File: src/rtl/tmr_presc_pkg.sv
package tmr_presc_pkg;

  localparam int PS_W  = 3;
  localparam int CFG_W = PS_W + 3;

  typedef struct packed {
    logic            src_ext;
    logic            edge_fall;
    logic            to_wdt;
    logic [PS_W-1:0] ratio_sel;
  } tmr_cfg_t;

  // Divide ratio of the shared prescaler for a given owner and select.
  function automatic int unsigned presc_ratio(input logic to_wdt,
                                              input int unsigned sel);
    int unsigned sh;
    sh = to_wdt ? sel : sel + 1;
    return 32'd1 << sh;
  endfunction

endpackage

File: src/rtl/tmr_edge_sync.sv
module tmr_edge_sync #(
  parameter int STAGES = 2
) (
  input  logic clk,
  input  logic rst_n,
  input  logic pin,
  input  logic sel_fall,
  output logic edge_pulse
);

  logic [STAGES-1:0] sync_q;
  logic              prev_q;
  logic              synced;

  always_ff @(posedge clk or negedge rst_n) begin
    if (!rst_n) sync_q[0] <= 1'b0;
    else        sync_q[0] <= pin;
  end

  for (genvar s = 1; s < STAGES; s++) begin : g_stage
    always_ff @(posedge clk or negedge rst_n) begin
      if (!rst_n) sync_q[s] <= 1'b0;
      else        sync_q[s] <= sync_q[s-1];
    end
  end

  assign synced = sync_q[STAGES-1];

  always_ff @(posedge clk or negedge rst_n) begin
    if (!rst_n) prev_q <= 1'b0;
    else        prev_q <= synced;
  end

  assign edge_pulse = sel_fall ? (prev_q & ~synced) : (~prev_q & synced);

endmodule

File: src/rtl/tmr_prescaler.sv
module tmr_prescaler #(
  parameter int SEL_W = 3
) (
  input  logic                   clk,
  input  logic                   rst_n,
  input  logic                   tick_in,
  input  logic                   clr,
  input  logic                   to_wdt,
  input  logic [SEL_W-1:0]       sel,
  output logic                   tick_out,
  output logic [(1<<SEL_W)-1:0]  cnt_out
);
  import tmr_presc_pkg::*;

  localparam int CNT_W = 1 << SEL_W;

  logic [CNT_W-1:0] cnt_q;
  logic [CNT_W-1:0] last_cnt;
  logic             at_last;

  always_comb begin
    last_cnt = CNT_W'(presc_ratio(to_wdt, int'(sel)) - 32'd1);
  end

  // Greater-or-equal so a ratio lowered mid-count still terminates.
  assign at_last  = (cnt_q >= last_cnt);
  assign tick_out = tick_in & at_last & ~clr;
  assign cnt_out  = cnt_q;

  always_ff @(posedge clk or negedge rst_n) begin
    if (!rst_n)       cnt_q <= '0;
    else if (clr)     cnt_q <= '0;
    else if (tick_in) cnt_q <= at_last ? '0 : cnt_q + 1'b1;
  end

endmodule

File: src/rtl/tmr_count8.sv
module tmr_count8 #(
  parameter int TMR_W = 8
) (
  input  logic             clk,
  input  logic             rst_n,
  input  logic             wr_en,
  input  logic [TMR_W-1:0] wr_data,
  input  logic             inc,
  input  logic             ovf_clr,
  output logic [TMR_W-1:0] value,
  output logic             ovf,
  output logic             wrap_evt
);

  logic [TMR_W-1:0] val_q;
  logic             ovf_q;
  logic             step;

  assign step     = inc & ~wr_en;
  assign wrap_evt = step & (val_q == {TMR_W{1'b1}});

  always_ff @(posedge clk or negedge rst_n) begin
    if (!rst_n)     val_q <= '0;
    else if (wr_en) val_q <= wr_data;
    else if (step)  val_q <= val_q + 1'b1;
  end

  always_ff @(posedge clk or negedge rst_n) begin
    if (!rst_n)        ovf_q <= 1'b0;
    else if (wrap_evt) ovf_q <= 1'b1;
    else if (ovf_clr)  ovf_q <= 1'b0;
  end

  assign value = val_q;
  assign ovf   = ovf_q;

endmodule

File: src/rtl/tmr_presc_top.sv
module tmr_presc_top #(
  parameter int TMR_W       = 8,
  parameter int SYNC_STAGES = 2
) (
  input  logic                            clk,
  input  logic                            rst_n,
  input  logic                            icyc_tick,
  input  logic                            ext_pin,
  input  logic [tmr_presc_pkg::CFG_W-1:0] cfg_word,
  input  logic                            tmr_wr_en,
  input  logic [TMR_W-1:0]                tmr_wr_data,
  input  logic                            wdt_clr,
  input  logic                            wdt_base_tick,
  input  logic                            ovf_clr,
  output logic [TMR_W-1:0]                tmr_value,
  output logic                            ovf_flag,
  output logic                            wdt_tick
);
  import tmr_presc_pkg::*;

  localparam int PRESC_W = 1 << PS_W;

  tmr_cfg_t           cfg;
  logic               cfg_src_ext;
  logic               cfg_to_wdt;
  logic               ext_edge_w;
  logic               src_tick_w;
  logic               presc_in_w;
  logic               presc_out_w;
  logic               presc_clr_w;
  logic [PRESC_W-1:0] presc_cnt_w;
  logic               tmr_inc_w;
  logic               wdt_evt_w;
  logic               wrap_evt_w;
  logic               wdt_tick_q;

  assign cfg         = tmr_cfg_t'(cfg_word);
  assign cfg_src_ext = cfg.src_ext;
  assign cfg_to_wdt  = cfg.to_wdt;

  tmr_edge_sync #(.STAGES(SYNC_STAGES)) u_sync (
    .clk        (clk),
    .rst_n      (rst_n),
    .pin        (ext_pin),
    .sel_fall   (cfg.edge_fall),
    .edge_pulse (ext_edge_w)
  );

  assign src_tick_w  = cfg.src_ext ? ext_edge_w : icyc_tick;
  assign presc_in_w  = cfg.to_wdt ? wdt_base_tick : src_tick_w;
  assign presc_clr_w = tmr_wr_en | (wdt_clr & cfg.to_wdt);

  tmr_prescaler #(.SEL_W(PS_W)) u_presc (
    .clk      (clk),
    .rst_n    (rst_n),
    .tick_in  (presc_in_w),
    .clr      (presc_clr_w),
    .to_wdt   (cfg.to_wdt),
    .sel      (cfg.ratio_sel),
    .tick_out (presc_out_w),
    .cnt_out  (presc_cnt_w)
  );

  assign tmr_inc_w = cfg.to_wdt ? src_tick_w    : presc_out_w;
  assign wdt_evt_w = cfg.to_wdt ? presc_out_w   : wdt_base_tick;

  tmr_count8 #(.TMR_W(TMR_W)) u_cnt (
    .clk      (clk),
    .rst_n    (rst_n),
    .wr_en    (tmr_wr_en),
    .wr_data  (tmr_wr_data),
    .inc      (tmr_inc_w),
    .ovf_clr  (ovf_clr),
    .value    (tmr_value),
    .ovf      (ovf_flag),
    .wrap_evt (wrap_evt_w)
  );

  always_ff @(posedge clk or negedge rst_n) begin
    if (!rst_n) wdt_tick_q <= 1'b0;
    else        wdt_tick_q <= wdt_evt_w;
  end

  assign wdt_tick = wdt_tick_q;

endmodule

File: config.mk
export PLATFORM = sky130hd
export DESIGN_NAME = tmr_presc_top
export DESIGN_NICKNAME = d
export VERILOG_FILES = /design/src/rtl/tmr_presc_pkg.sv /design/src/rtl/tmr_edge_sync.sv /design/src/rtl/tmr_prescaler.sv /design/src/rtl/tmr_count8.sv /design/src/rtl/tmr_presc_top.sv
export SDC_FILE = /design/constraint.sdc
export NUM_CORES = 1
export LEC_CHECK = 0
export BUFFER_PORTS_ARGS = -buffer_cell sky130_fd_sc_hd__buf_2
export CAP_MARGIN = 10
export CORE_ASPECT_RATIO = 2
export CORE_MARGIN = 2
export CORE_UTILIZATION = 35
export CTS_CLUSTER_DIAMETER = 50
export DETAILED_ROUTE_END_ITERATION = 10
export GPL_TIMING_DRIVEN = 0
export HOLD_SLACK_MARGIN = 0.05
export PLACE_DENSITY_LB_ADDON = 0.2
export SLEW_MARGIN = 40
export SYNTH_ARGS = -nofsm -noshare
export SYNTH_HDL_FRONTEND = slang
export SYNTH_SLANG_ARGS = --single-unit
File: constraint.sdc
create_clock -name clk -period 2.85 [get_ports clk]
set_input_delay 0.4275 -clock clk [delete_from_list [all_inputs] [get_ports clk]]
set_output_delay 0.4275 -clock clk [all_outputs]
set_load 0.01 [all_outputs]
==> impl_metrics.sql, run 1 <==
INSERT INTO impl_metrics (metric_group, metric, value, unit) VALUES
('worst_setup_path', 'required', '3060', 'ps'),
('cells_and_area', 'area.growth.synth_to_final', '38.84', '%'),
('worst_setup_path', 'regToRegSetupSlack', '540', 'ps'),
('sta', 'unrepaired_setup_endpoints_after_global_routing', 'true', ''),
('cells_and_area', 'post_route_cells_drive_above_1_share', '40.47', '%'),
('cells_and_area', 'design.final.nets', '250', ''),
('clock_network', 'h-tree-depth', '1', ''),
('sta', 'worst_clk_skew', '3.422', 'ps'),
('power_and_ir_drop', 'p_leak', '0.9847', 'nW'),
('sta', 'timing.hold.ws', '119.1', 'ps'),
('sta', 'fmaxAchievable', '329.4', 'MHz'),
('worst_setup_path', 'critPathMaxStageDelay', '350', 'ps'),
('clock_network', 'worstSkewPairLatency', '260', 'ps'),
('sta', 'setup-violations-final', '17', ''),
('place', 'dp_hpwl', '3069', 'µm'),
('sta', 'worst-slew-pin-transition', '581.8', 'ps'),
('power_and_ir_drop', 'power.total', '0.8143', 'mW'),
('routing', 'route.antenna.remaining_nets', '0', ''),
('place', 'gpl.final_weighted_congestion', '0.6856', ''),
('die', 'coreArea', '4297', 'µm²'),
('sta', 'final_min_period_over_clock_period', '106.5', '%'),
('worst_setup_path', 'worst_path_cell_chain', 'buf_8 > ha_4 > mux2_4 > nor2_4 > nand2_2 > ha_4 > nand2_2 > o21ai_2 > a32oi_1 > ha_1 > and2_4 > a221oi_4 > buf_4 > o211ai_4 > nor2_4 > mux2_4', ''),
('routing', 'drc', '0', ''),
('worst_setup_path', 'timing.critical_path.fanout_max', '8', ''),
('sta', 'final_hold_viol_count', '0', ''),
('yosys', 'synth.cell_area', '1553', 'µm²'),
('yosys', 'synth-async-reset-ratio', '100.0', '%'),
('clock_network', 'clock_sinks', '21', ''),
('yosys', 'synthMostInstantiatedCell', 'sky130_fd_sc_hd__dfrtp_1', ''),
('die', 'initial_utilization', '36.14', '%'),
('worst_setup_path', 'setup.worst_path.start_class', 'input port', ''),
('status', 'violations', 'setup timing', ''),
('yosys', 'yosysWarningCount', '0', ''),
('place', 'port_buffers', '31', ''),
('die', 'placement_rows', '34', ''),
('yosys', 'netlist-cell-type-count', '48', ''),
('yosys', 'post_synth_inst_count', '168', ''),
('routing', 'wl', '4128', 'µm'),
('run', 'number_of_maximum_capacitance_constraint_violations', '0', ''),
('status', 'status', 'finished, violations left', ''),
('sta', 'setup_total_negative_slack', '-1802', 'ps'),
('yosys', 'synth_sequential_area_ratio', '33.84', '%'),
('yosys', 'ys_seq_elements', '21', ''),
('worst_setup_path', 'data_arrival_critical_path', '3240', 'ps'),
('routing', 'dr_total_vias', '1479', ''),
('yosys', 'synth_enable_flop_cells', '0', ''),
('clock_network', 'path_clk_slew', '80', 'ps'),
('clock_network', 'tritoncts_clock_tree', 'built', ''),
('worst_setup_path', 'critPathCaptureType', 'flop', ''),
('power_and_ir_drop', 'power.density', '377.7', 'nW/µm²'),
('routing', 'post_drt_wl_per_cell', '15.35', 'µm'),
('worst_setup_path', 'cpMaxStageDelayCell', 'sky130_fd_sc_hd__a221oi_4', ''),
('routing', 'drt-initial-drc-count', '16', ''),
('clock_network', 'clock_path_buffers', '2', ''),
('yosys', 'ys_dominant_reg_cell', 'sky130_fd_sc_hd__dfrtp_1', ''),
('worst_setup_path', 'crit_buf_inv', '2', ''),
('die', 'chipHeight', '98.20', 'µm'),
('power_and_ir_drop', 'vdd.ir_drop.worst', '0.2839', 'mV'),
('sta', 'number_of_slew_limit_violations_in_the_final_report', '0', ''),
('global_routing', 'vias_in_the_first_global_route', '1520', ''),
('global_routing', 'track_usage', '17.39', '%'),
('place', 'place_ws', '-716.2', 'ps'),
('sta', 'finalWorstSetupSlack', '-185.9', 'ps'),
('routing', 'firstDrtPassIters', '4', ''),
('die', 'dieArea', '5017', 'µm²'),
('die', 'num_io_pins', '32', ''),
('yosys', 'post-synth-top-area-fraction', '33.84', '%'),
('yosys', 'synth.top_cells.by_area', 'sky130_fd_sc_hd__dfrtp_1, sky130_fd_sc_hd__ha_1, sky130_fd_sc_hd__nor2_1', ''),
('global_routing', 'antenna_violations_before_repair', '0', ''),
('yosys', 'synthDominantAreaCellType', 'sky130_fd_sc_hd__dfrtp_1', ''),
('yosys', 'synthesis.nets', '202', '');
## metal layers
layer	wire length, µm	global-route usage, %	vias to the layer above	part of all wire [%]
met5	0	0	-	0
met4	41	4.366	0	0.99
met3	104	1.223	4	2.5
met2	2511	36.06	24	61
met1	1470	17.10	726	36
li1	-	-	725	-
## state kept, by name (all words and copies together) (netlist names)
name	flops
u_presc.cnt_out	8
wdt_tick	1
u_sync.sync_q	1
u_sync.prev_q	1
u_sync.synced	1
u_cnt.value	8
u_cnt.ovf	1
## metrics by stage
stage          std cells  utilization (%)  instance area [µm²]
2_1_floorplan        168                -                 1623
3_3_place_gp         253            42.95                 1846
3_5_place_dp         253            42.95                 1846
4_1_cts              265            47.52                 2042
5_1_grt              269            50.17                 2156
6_report             269            50.17                 2156
## path summary, 6_finish.rpt
path,cells after the start,from,endpoint
worst max register to register,8,u_presc.cnt_out[0]$_DFFE_PN0P_,u_cnt.value[0]$_DFFE_PN0P_
min in group clk,1,ext_pin,u_sync.sync_q[0]$_DFF_PN0_
worst min register to register,0,u_sync.sync_q[0]$_DFF_PN0_,u_sync.synced$_DFF_PN0_
max in group asynchronous,1,rst_n,u_presc.cnt_out[7]$_DFFE_PN0P_
worst min-delay path,1,rst_n,u_cnt.value[5]$_DFFE_PN0P_
worst max-delay path,16,cfg_word[1],u_presc.cnt_out[0]$_DFFE_PN0P_
## cells in the final DEF, fill, tap and decap left out, types with 5 or more instances in the layout
master / n
sky130_fd_sc_hd__ha_1: 9
sky130_fd_sc_hd__nand3_1: 8
sky130_fd_sc_hd__buf_2: 29
sky130_fd_sc_hd__inv_1: 10
sky130_fd_sc_hd__nor2b_1: 5
sky130_fd_sc_hd__buf_4: 8
sky130_fd_sc_hd__a31oi_1: 6
sky130_fd_sc_hd__nor2_1: 17
sky130_fd_sc_hd__o22ai_2: 5
sky130_fd_sc_hd__dfrtp_1: 21
sky130_fd_sc_hd__nand2_1: 6
sky130_fd_sc_hd__buf_6: 6
## power breakdown
part,switching (mW),internal (mW)
combinational,0.153,0.130
sequential,0.0187,0.314
clock,0.0990,0.0996
## repair_timing
| action | CTS | global route |
|---|---|---|
| pin swaps | 15 | 22 |
| buffers inserted | 9 | 4 |
| hold endpoints to repair | 0 | 0 |
| resized for setup | 18 | 20 |
| endpoints found under the setup margin | 18 | 18 |
## worst reg2reg max path, stage by stage, from the launching register on
cell and delay (ps):
sky130_fd_sc_hd__dfrtp_1 430, sky130_fd_sc_hd__inv_1 70, sky130_fd_sc_hd__ha_1 280, sky130_fd_sc_hd__nand2b_1 170
sky130_fd_sc_hd__a2111oi_4 610, sky130_fd_sc_hd__o211a_4 310, sky130_fd_sc_hd__buf_6 120, sky130_fd_sc_hd__or3_4 110
sky130_fd_sc_hd__a31oi_2 70
## cells by family (layout without fill, tap and decap cells)
group	after synthesis	count (layout)	synth area share [%]
AOI/OAI and AO/OA	51	51	26.83
xor gates and xnor gates	6	6	3.385
adders and majority gates	12	12	9.669
buffers and inverters	14	61	3.949
DFF	21	21	33.84
muxes	2	2	1.450
and+or+nand+nor	62	62	20.87
## cell type report
class | instances | area, µm² | share of cell area (%)
multi-input cells | 133 | 1159 | 53.74
flip-flops and latches | 21 | 525.5 | 24.38
repair buffers | 44 | 291.5 | 13.52
well taps | 54 | 67.56 | 3.134
clock buffers | 4 | 45.04 | 2.089
inverters | 10 | 37.54 | 1.741
plain buffers | 3 | 30.03 | 1.393
Power figures use the tool's default switching activity.
==> run 2: changes to the inputs <==
Settings changed: BUFFER_PORTS_ARGS -buffer_cell sky130_fd_sc_hd__buf_2 to default, DONT_BUFFER_PORTS from default to 1, SETUP_SLACK_MARGIN from default to 0.05.
==> impl_metrics.sql, run 2 (synthesized netlist as in run 1, its figures left out) <==
INSERT INTO impl_metrics (metric_group, metric, value, unit) VALUES
('sta', 'worst-slew-pin-transition', '588.0', 'ps'),
('cells_and_area', 'mostFrequentLayoutCells', 'sky130_fd_sc_hd__dfrtp_1, sky130_fd_sc_hd__nor2_1, sky130_fd_sc_hd__buf_4', ''),
('die', 'num_io_pins', '32', ''),
('clock_network', 'h-tree-depth', '1', ''),
('power_and_ir_drop', 'vdd.ir_drop.worst', '0.2773', 'mV'),
('power_and_ir_drop', 'switching_share', '33.33', '%'),
('worst_setup_path', 'timing.critical_path.fanout_max', '6', ''),
('sta', 'unrepaired_setup_endpoints_after_global_routing', 'true', ''),
('hold_path', 'hp-class', 'in2async', ''),
('global_routing', 'largest_net_degree_at_the_start_of_global_routing', '22', ''),
('clock_network', 'worstSkewPairLatency', '260', 'ps'),
('cells_and_area', 'post_route_cells_drive_above_1_share', '27.03', '%'),
('sta', 'number_of_slew_limit_violations_in_the_final_report', '0', ''),
('cells_and_area', 'area.growth.synth_to_final', '24.58', '%'),
('die', 'die_width', '51.10', 'µm'),
('global_routing', 'grt_first_pass_wirelength', '6589', 'µm'),
('worst_setup_path', 'data_arrival_critical_path', '3040', 'ps'),
('status', 'status', 'finished, violations left', ''),
('routing', 'route.antenna.remaining_nets', '0', ''),
('place', 'dp_hpwl', '3041', 'µm'),
('power_and_ir_drop', 'power.total', '0.7784', 'mW'),
('sta', 'finalWorstSetupSlack', '-0.6184', 'ps'),
('clock_network', 'clock-root-buffer', 'sky130_fd_sc_hd__clkbuf_8', ''),
('cells_and_area', 'antenna_cells_inserted', '0', ''),
('routing', 'dr_total_vias', '1395', ''),
('power_and_ir_drop', 'comb_power_share', '30.2', '%'),
('worst_setup_path', 'critPathCaptureType', 'flop', ''),
('clock_network', 'clock_sinks', '21', ''),
('die', 'chipHeight', '98.20', 'µm'),
('place', 'gpl.final_weighted_congestion', '0.7355', ''),
('run', 'number_of_maximum_capacitance_constraint_violations', '0', ''),
('sta', 'final_hold_viol_count', '0', ''),
('sta', 'worst_clk_skew', '0.6661', 'ps'),
('sta', 'fmaxAchievable', '350.8', 'MHz'),
('clock_network', 'tritoncts_clock_tree', 'built', ''),
('global_routing', 'vias_in_the_first_global_route', '1476', ''),
('die', 'initial_utilization', '36.14', '%'),
('power_and_ir_drop', 'p_leak', '0.8460', 'nW'),
('sta', 'finalCriticalPeriod', '2851', 'ps'),
('routing', 'drc', '0', ''),
('die', 'placement_rows', '34', ''),
('power_and_ir_drop', 'internal_power_of_the_cells', '0.5190', 'mW'),
('routing', 'firstDrtPassIters', '4', ''),
('power_and_ir_drop', 'power.share.sequential', '43.9', '%'),
('place', 'port_buffers', '0', ''),
('global_routing', 'globalRoute.totalOverflow', '0', ''),
('cells_and_area', 'layout.core_utilization', '45.02', '%'),
('worst_setup_path', 'required', '3040', 'ps'),
('status', 'violations', 'setup timing', ''),
('routing', 'post_drt_wl_per_cell', '17.61', 'µm'),
('routing', 'via_per_inst', '5.837', ''),
('worst_setup_path', 'setup.worst_path.start_class', 'input port', ''),
('global_routing', 'track_usage', '17.03', '%'),
('global_routing', 'antenna_violations_before_repair', '0', ''),
('sta', 'maxSlewHeadroom', '60.80', '%'),
('sta', 'setup-violations-final', '1', ''),
('power_and_ir_drop', 'power.density', '402.4', 'nW/µm²'),
('cells_and_area', 'mostFrequentLayoutCell', 'sky130_fd_sc_hd__dfrtp_1', ''),
('die', 'coreArea', '4297', 'µm²'),
('die', 'dieArea', '5017', 'µm²'),
('power_and_ir_drop', 'power_switching', '0.2594', 'mW'),
('clock_network', 'path_clk_slew', '80', 'ps'),
('sta', 'final_min_period_over_clock_period', '100.0', '%'),
('power_and_ir_drop', 'clock_power_share', '25.9', '%'),
('routing', 'wl', '4209', 'µm'),
('clock_network', 'clock_path_buffers', '2', ''),
('worst_setup_path', 'critical_path_class', 'in2reg', ''),
('clock_network', 'numCtsBuffers', '3', ''),
('cells_and_area', 'design.final.nets', '220', ''),
('routing', 'drt-initial-drc-count', '33', '');
## run 2: worst max-delay path, stage by stage
cell and delay [ps]:
sky130_fd_sc_hd__ha_4 210, sky130_fd_sc_hd__mux2_4 280, sky130_fd_sc_hd__nor2_4 120, sky130_fd_sc_hd__nand2_2 90, sky130_fd_sc_hd__ha_4 200, sky130_fd_sc_hd__o21ai_2 100
sky130_fd_sc_hd__a32oi_1 100, sky130_fd_sc_hd__ha_1 290, sky130_fd_sc_hd__and2_4 170, sky130_fd_sc_hd__o2111ai_4 130, sky130_fd_sc_hd__o211a_4 310, sky130_fd_sc_hd__or4b_1 460
sky130_fd_sc_hd__a31oi_1 140
## run 2: layout make-up
cell class / instances / area [µm²]
plain buffers: 3 / 30.03
clock buffers: 4 / 45.04
fillers: 421 / 2362
inverters: 10 / 37.54
multi-input cells: 133 / 1119
flip-flops and latches: 21 / 525.5
well taps: 54 / 67.56
repair buffers: 14 / 110.1
## run 2: path summary, 6_finish.rpt
kind                                                 from                          to  slack, ps  depth (start not counted)
max reg2reg                u_presc.cnt_out[0]$_DFFE_PN0P_  u_cnt.value[6]$_DFFE_PN0P_        590                          8
min in group clk                                  ext_pin  u_sync.sync_q[0]$_DFF_PN0_        190                          0
min                                                 rst_n       u_cnt.ovf$_DFFE_PN0P_        120                          1
max in group asynchronous                           rst_n  u_sync.sync_q[0]$_DFF_PN0_       2390                          1
min reg2reg                    u_sync.sync_q[0]$_DFF_PN0_     u_sync.synced$_DFF_PN0_        360                          0
max                                           cfg_word[0]  u_cnt.value[6]$_DFFE_PN0P_       -0.6                         13
## run 2: metrics by stage
step / area (µm²) / setup TNS, ps / hold slack, ps / instances / setup WS, ps
finish: 1934 / -0.6184 / 120.6 / 239 / -0.6184
global route: 1934 / -1103 / 152.2 / 239 / -134.2
CTS: 1839 / -83.77 / 182.5 / 234 / -42.58
floorplan: 1623 / -3326 / 131.9 / 168 / -361.8
global placement: 1690 / -7080 / 132.8 / 222 / -541.9
detailed placement: 1690 / -8074 / 132.6 / 222 / -613.7
## run 2: power groups by stage
stage / clock network, mW / logic [mW] / registers (mW)
4_1_cts: 0.204 / 0.218 / 0.341
3_3_place_gp: 0 / 0.183 / 0.346
6_report: 0.202 / 0.235 / 0.342
3_5_place_dp: 0 / 0.190 / 0.346
5_1_grt: 0.215 / 0.259 / 0.344
2_1_floorplan: 0 / 0.158 / 0.340
## run 2: routing by layer
layer / routed length [µm] / GRT usage [%]
met2: 2438 / 33.97
met5: 0 / 0
met4: 149 / 6.653
met1: 1463 / 16.25
met3: 158 / 2.294
## run 2: repair_timing
item / in CTS / in global routing
hold buffers: 1 / 0
pin swaps: 12 / 17
gates resized for setup: 8 / 12
hold endpoints to repair: 21 / 0
endpoints found under the setup margin: 18 / 17
buffers inserted: 8 / 5
==> run 3: changes to the inputs <==
Clock period 2.85 ns to 2.6 ns, I/O delays scaled along.
==> impl_metrics.sql, run 3 (synthesized netlist as in run 1, its figures left out) <==
INSERT INTO impl_metrics (metric_group, metric, value, unit) VALUES
('cells_and_area', 'mostFrequentLayoutCells', 'sky130_fd_sc_hd__dfrtp_1, sky130_fd_sc_hd__nor2_1, sky130_fd_sc_hd__buf_4', ''),
('cells_and_area', 'antenna_cells_inserted', '0', ''),
('routing', 'via_per_inst', '5.845', ''),
('sta', 'finalCriticalPeriod', '2812', 'ps'),
('sta', 'final_hold_viol_count', '0', ''),
('sta', 'worst-slew-pin-transition', '588.0', 'ps'),
('clock_network', 'tritoncts_clock_tree', 'built', ''),
('clock_network', 'clock_path_buffers', '2', ''),
('global_routing', 'globalRoute.totalOverflow', '0', ''),
('clock_network', 'worstSkewPairLatency', '260', 'ps'),
('cells_and_area', 'finish.cell_count_without_fillers', '239', ''),
('global_routing', 'largest_net_degree_at_the_start_of_global_routing', '22', ''),
('worst_setup_path', 'critical_path_class', 'in2reg', ''),
('routing', 'firstDrtPassIters', '4', ''),
('cells_and_area', 'mostFrequentLayoutCell', 'sky130_fd_sc_hd__dfrtp_1', ''),
('routing', 'drt-initial-drc-count', '50', ''),
('sta', 'final_min_period_over_clock_period', '108.1', '%'),
('routing', 'post_drt_wl_per_cell', '17.64', 'µm'),
('status', 'status', 'finished, violations left', ''),
('worst_setup_path', 'setup.worst_path.start_class', 'input port', ''),
('sta', 'fmaxAchievable', '355.7', 'MHz'),
('place', 'dp_hpwl', '3041', 'µm'),
('status', 'violations', 'setup timing', ''),
('routing', 'drc', '0', ''),
('worst_setup_path', 'critPathCaptureType', 'flop', ''),
('die', 'placement_rows', '34', ''),
('sta', 'finalWorstSetupSlack', '-211.5', 'ps'),
('sta', 'maxSlewHeadroom', '60.80', '%'),
('routing', 'dr_total_vias', '1397', ''),
('routing', 'route.antenna.remaining_nets', '0', ''),
('sta', 'setup_total_negative_slack', '-2711', 'ps'),
('place', 'gpl.final_weighted_congestion', '0.7355', ''),
('clock_network', 'clock-root-buffer', 'sky130_fd_sc_hd__clkbuf_8', ''),
('die', 'dieArea', '5017', 'µm²'),
('hold_path', 'hp-class', 'in2async', ''),
('place', 'dpl.cell_count', '222', ''),
('global_routing', 'track_usage', '17.03', '%'),
('sta', 'worst_clk_skew', '0.7608', 'ps'),
('place', 'placedInstanceArea', '1690', 'µm²'),
('power_and_ir_drop', 'power.total', '0.8537', 'mW'),
('die', 'initial_utilization', '36.14', '%'),
('clock_network', 'h-tree-depth', '1', ''),
('sta', 'setup-violations-final', '18', ''),
('worst_setup_path', 'required', '2790', 'ps'),
('clock_network', 'path_clk_slew', '80', 'ps'),
('run', 'number_of_maximum_capacitance_constraint_violations', '0', ''),
('die', 'chipHeight', '98.20', 'µm'),
('cells_and_area', 'area.growth.synth_to_final', '24.58', '%'),
('clock_network', 'clock_sinks', '21', ''),
('global_routing', 'antenna_violations_before_repair', '0', ''),
('die', 'num_io_pins', '32', ''),
('sta', 'number_of_slew_limit_violations_in_the_final_report', '0', ''),
('die', 'die_width', '51.10', 'µm'),
('worst_setup_path', 'timing.critical_path.fanout_max', '6', ''),
('global_routing', 'vias_in_the_first_global_route', '1476', ''),
('sta', 'timing.hold.ws', '83.73', 'ps'),
('cells_and_area', 'design.final.nets', '220', ''),
('cells_and_area', 'post_route_cells_drive_above_1_share', '27.03', '%'),
('routing', 'wl', '4215', 'µm'),
('power_and_ir_drop', 'power.density', '441.3', 'nW/µm²'),
('global_routing', 'grt_first_pass_wirelength', '6589', 'µm'),
('die', 'coreArea', '4297', 'µm²'),
('power_and_ir_drop', 'vdd.ir_drop.worst', '0.3039', 'mV'),
('place', 'port_buffers', '0', ''),
('power_and_ir_drop', 'p_leak', '0.8459', 'nW'),
('worst_setup_path', 'data_arrival_critical_path', '3000', 'ps'),
('cells_and_area', 'fillers', '421', ''),
('sta', 'unrepaired_setup_endpoints_after_global_routing', 'true', ''),
('cells_and_area', 'post_route_cell_area', '1934', 'µm²'),
('clock_network', 'numCtsBuffers', '3', '');
run 3: cell counts in the layout (fill, tap and decap cells not counted):
Identical to the previous run, type by type.
run 3: area by class of cell:
class,count,area (µm²),share of cell area (%)
Clock buffer,4,45.04,2.329
Tap cell,54,67.56,3.493
Timing Repair Buffer,14,110.1,5.692
Inverter,10,37.54,1.940
Multi-Input combinational cell,133,1119,57.83
Sequential cell,21,525.5,27.17
Buffer,3,30.03,1.552
run 3: worst max-delay path, cell delays in order:
cell,delay [ps]
sky130_fd_sc_hd__ha_4,210
sky130_fd_sc_hd__mux2_4,280
sky130_fd_sc_hd__nor2_4,120
sky130_fd_sc_hd__nand2_2,90
sky130_fd_sc_hd__ha_4,200
sky130_fd_sc_hd__o21ai_2,100
sky130_fd_sc_hd__a32oi_1,100
sky130_fd_sc_hd__ha_1,290
sky130_fd_sc_hd__and2_4,170
sky130_fd_sc_hd__o2111ai_4,130
sky130_fd_sc_hd__o211a_4,310
sky130_fd_sc_hd__or4b_1,460
sky130_fd_sc_hd__a31oi_1,140
run 3: path summary, 6_finish.rpt:
| check | slack, ps | from | endpoint | depth (start not counted) |
|---|---|---|---|---|
| max reg2reg | 340 | u_presc.cnt_out[0]$_DFFE_PN0P_ | u_cnt.value[4]$_DFFE_PN0P_ | 8 |
| min | 80 | rst_n | u_cnt.ovf$_DFFE_PN0P_ | 1 |
| max | -210 | cfg_word[0] | u_cnt.value[6]$_DFFE_PN0P_ | 13 |
| min reg2reg | 360 | u_sync.sync_q[0]$_DFF_PN0_ | u_sync.synced$_DFF_PN0_ | 0 |
| min in group clk | 150 | ext_pin | u_sync.sync_q[0]$_DFF_PN0_ | 0 |
| max in group asynchronous | 2180 | rst_n | u_sync.sync_q[0]$_DFF_PN0_ | 1 |
run 3: per-layer routing:
metal	GRT usage [%]	wire [µm]	vias up
li1	-	-	661
met1	16.25	1458	675
met2	33.97	2434	49
met3	2.294	172	12
met4	6.653	150	0
met5	0	0	-
run 3: metrics by stage:
step	worst slack [ps]	utilization, %
3_5_place_dp	-826.2	39.34
3_3_place_gp	-754.4	39.34
4_1_cts	-255.1	42.81
6_report	-211.5	45.02
2_1_floorplan	-574.3	-
5_1_grt	-346.9	45.02
run 3: timing repair:
| action | CTS | global route |
|---|---|---|
| hold buffers | 1 | 0 |
| setup buffers | 8 | 5 |
| setup endpoints to repair | 18 | 18 |
| gates resized for setup | 8 | 12 |
| pin swaps | 13 | 17 |
| endpoints found under the hold margin | 21 | 0 |
run 3: where the power goes:
part           switching (mW)  internal, mW
logic                   0.143         0.115
clock network           0.111         0.109
registers              0.0303         0.345
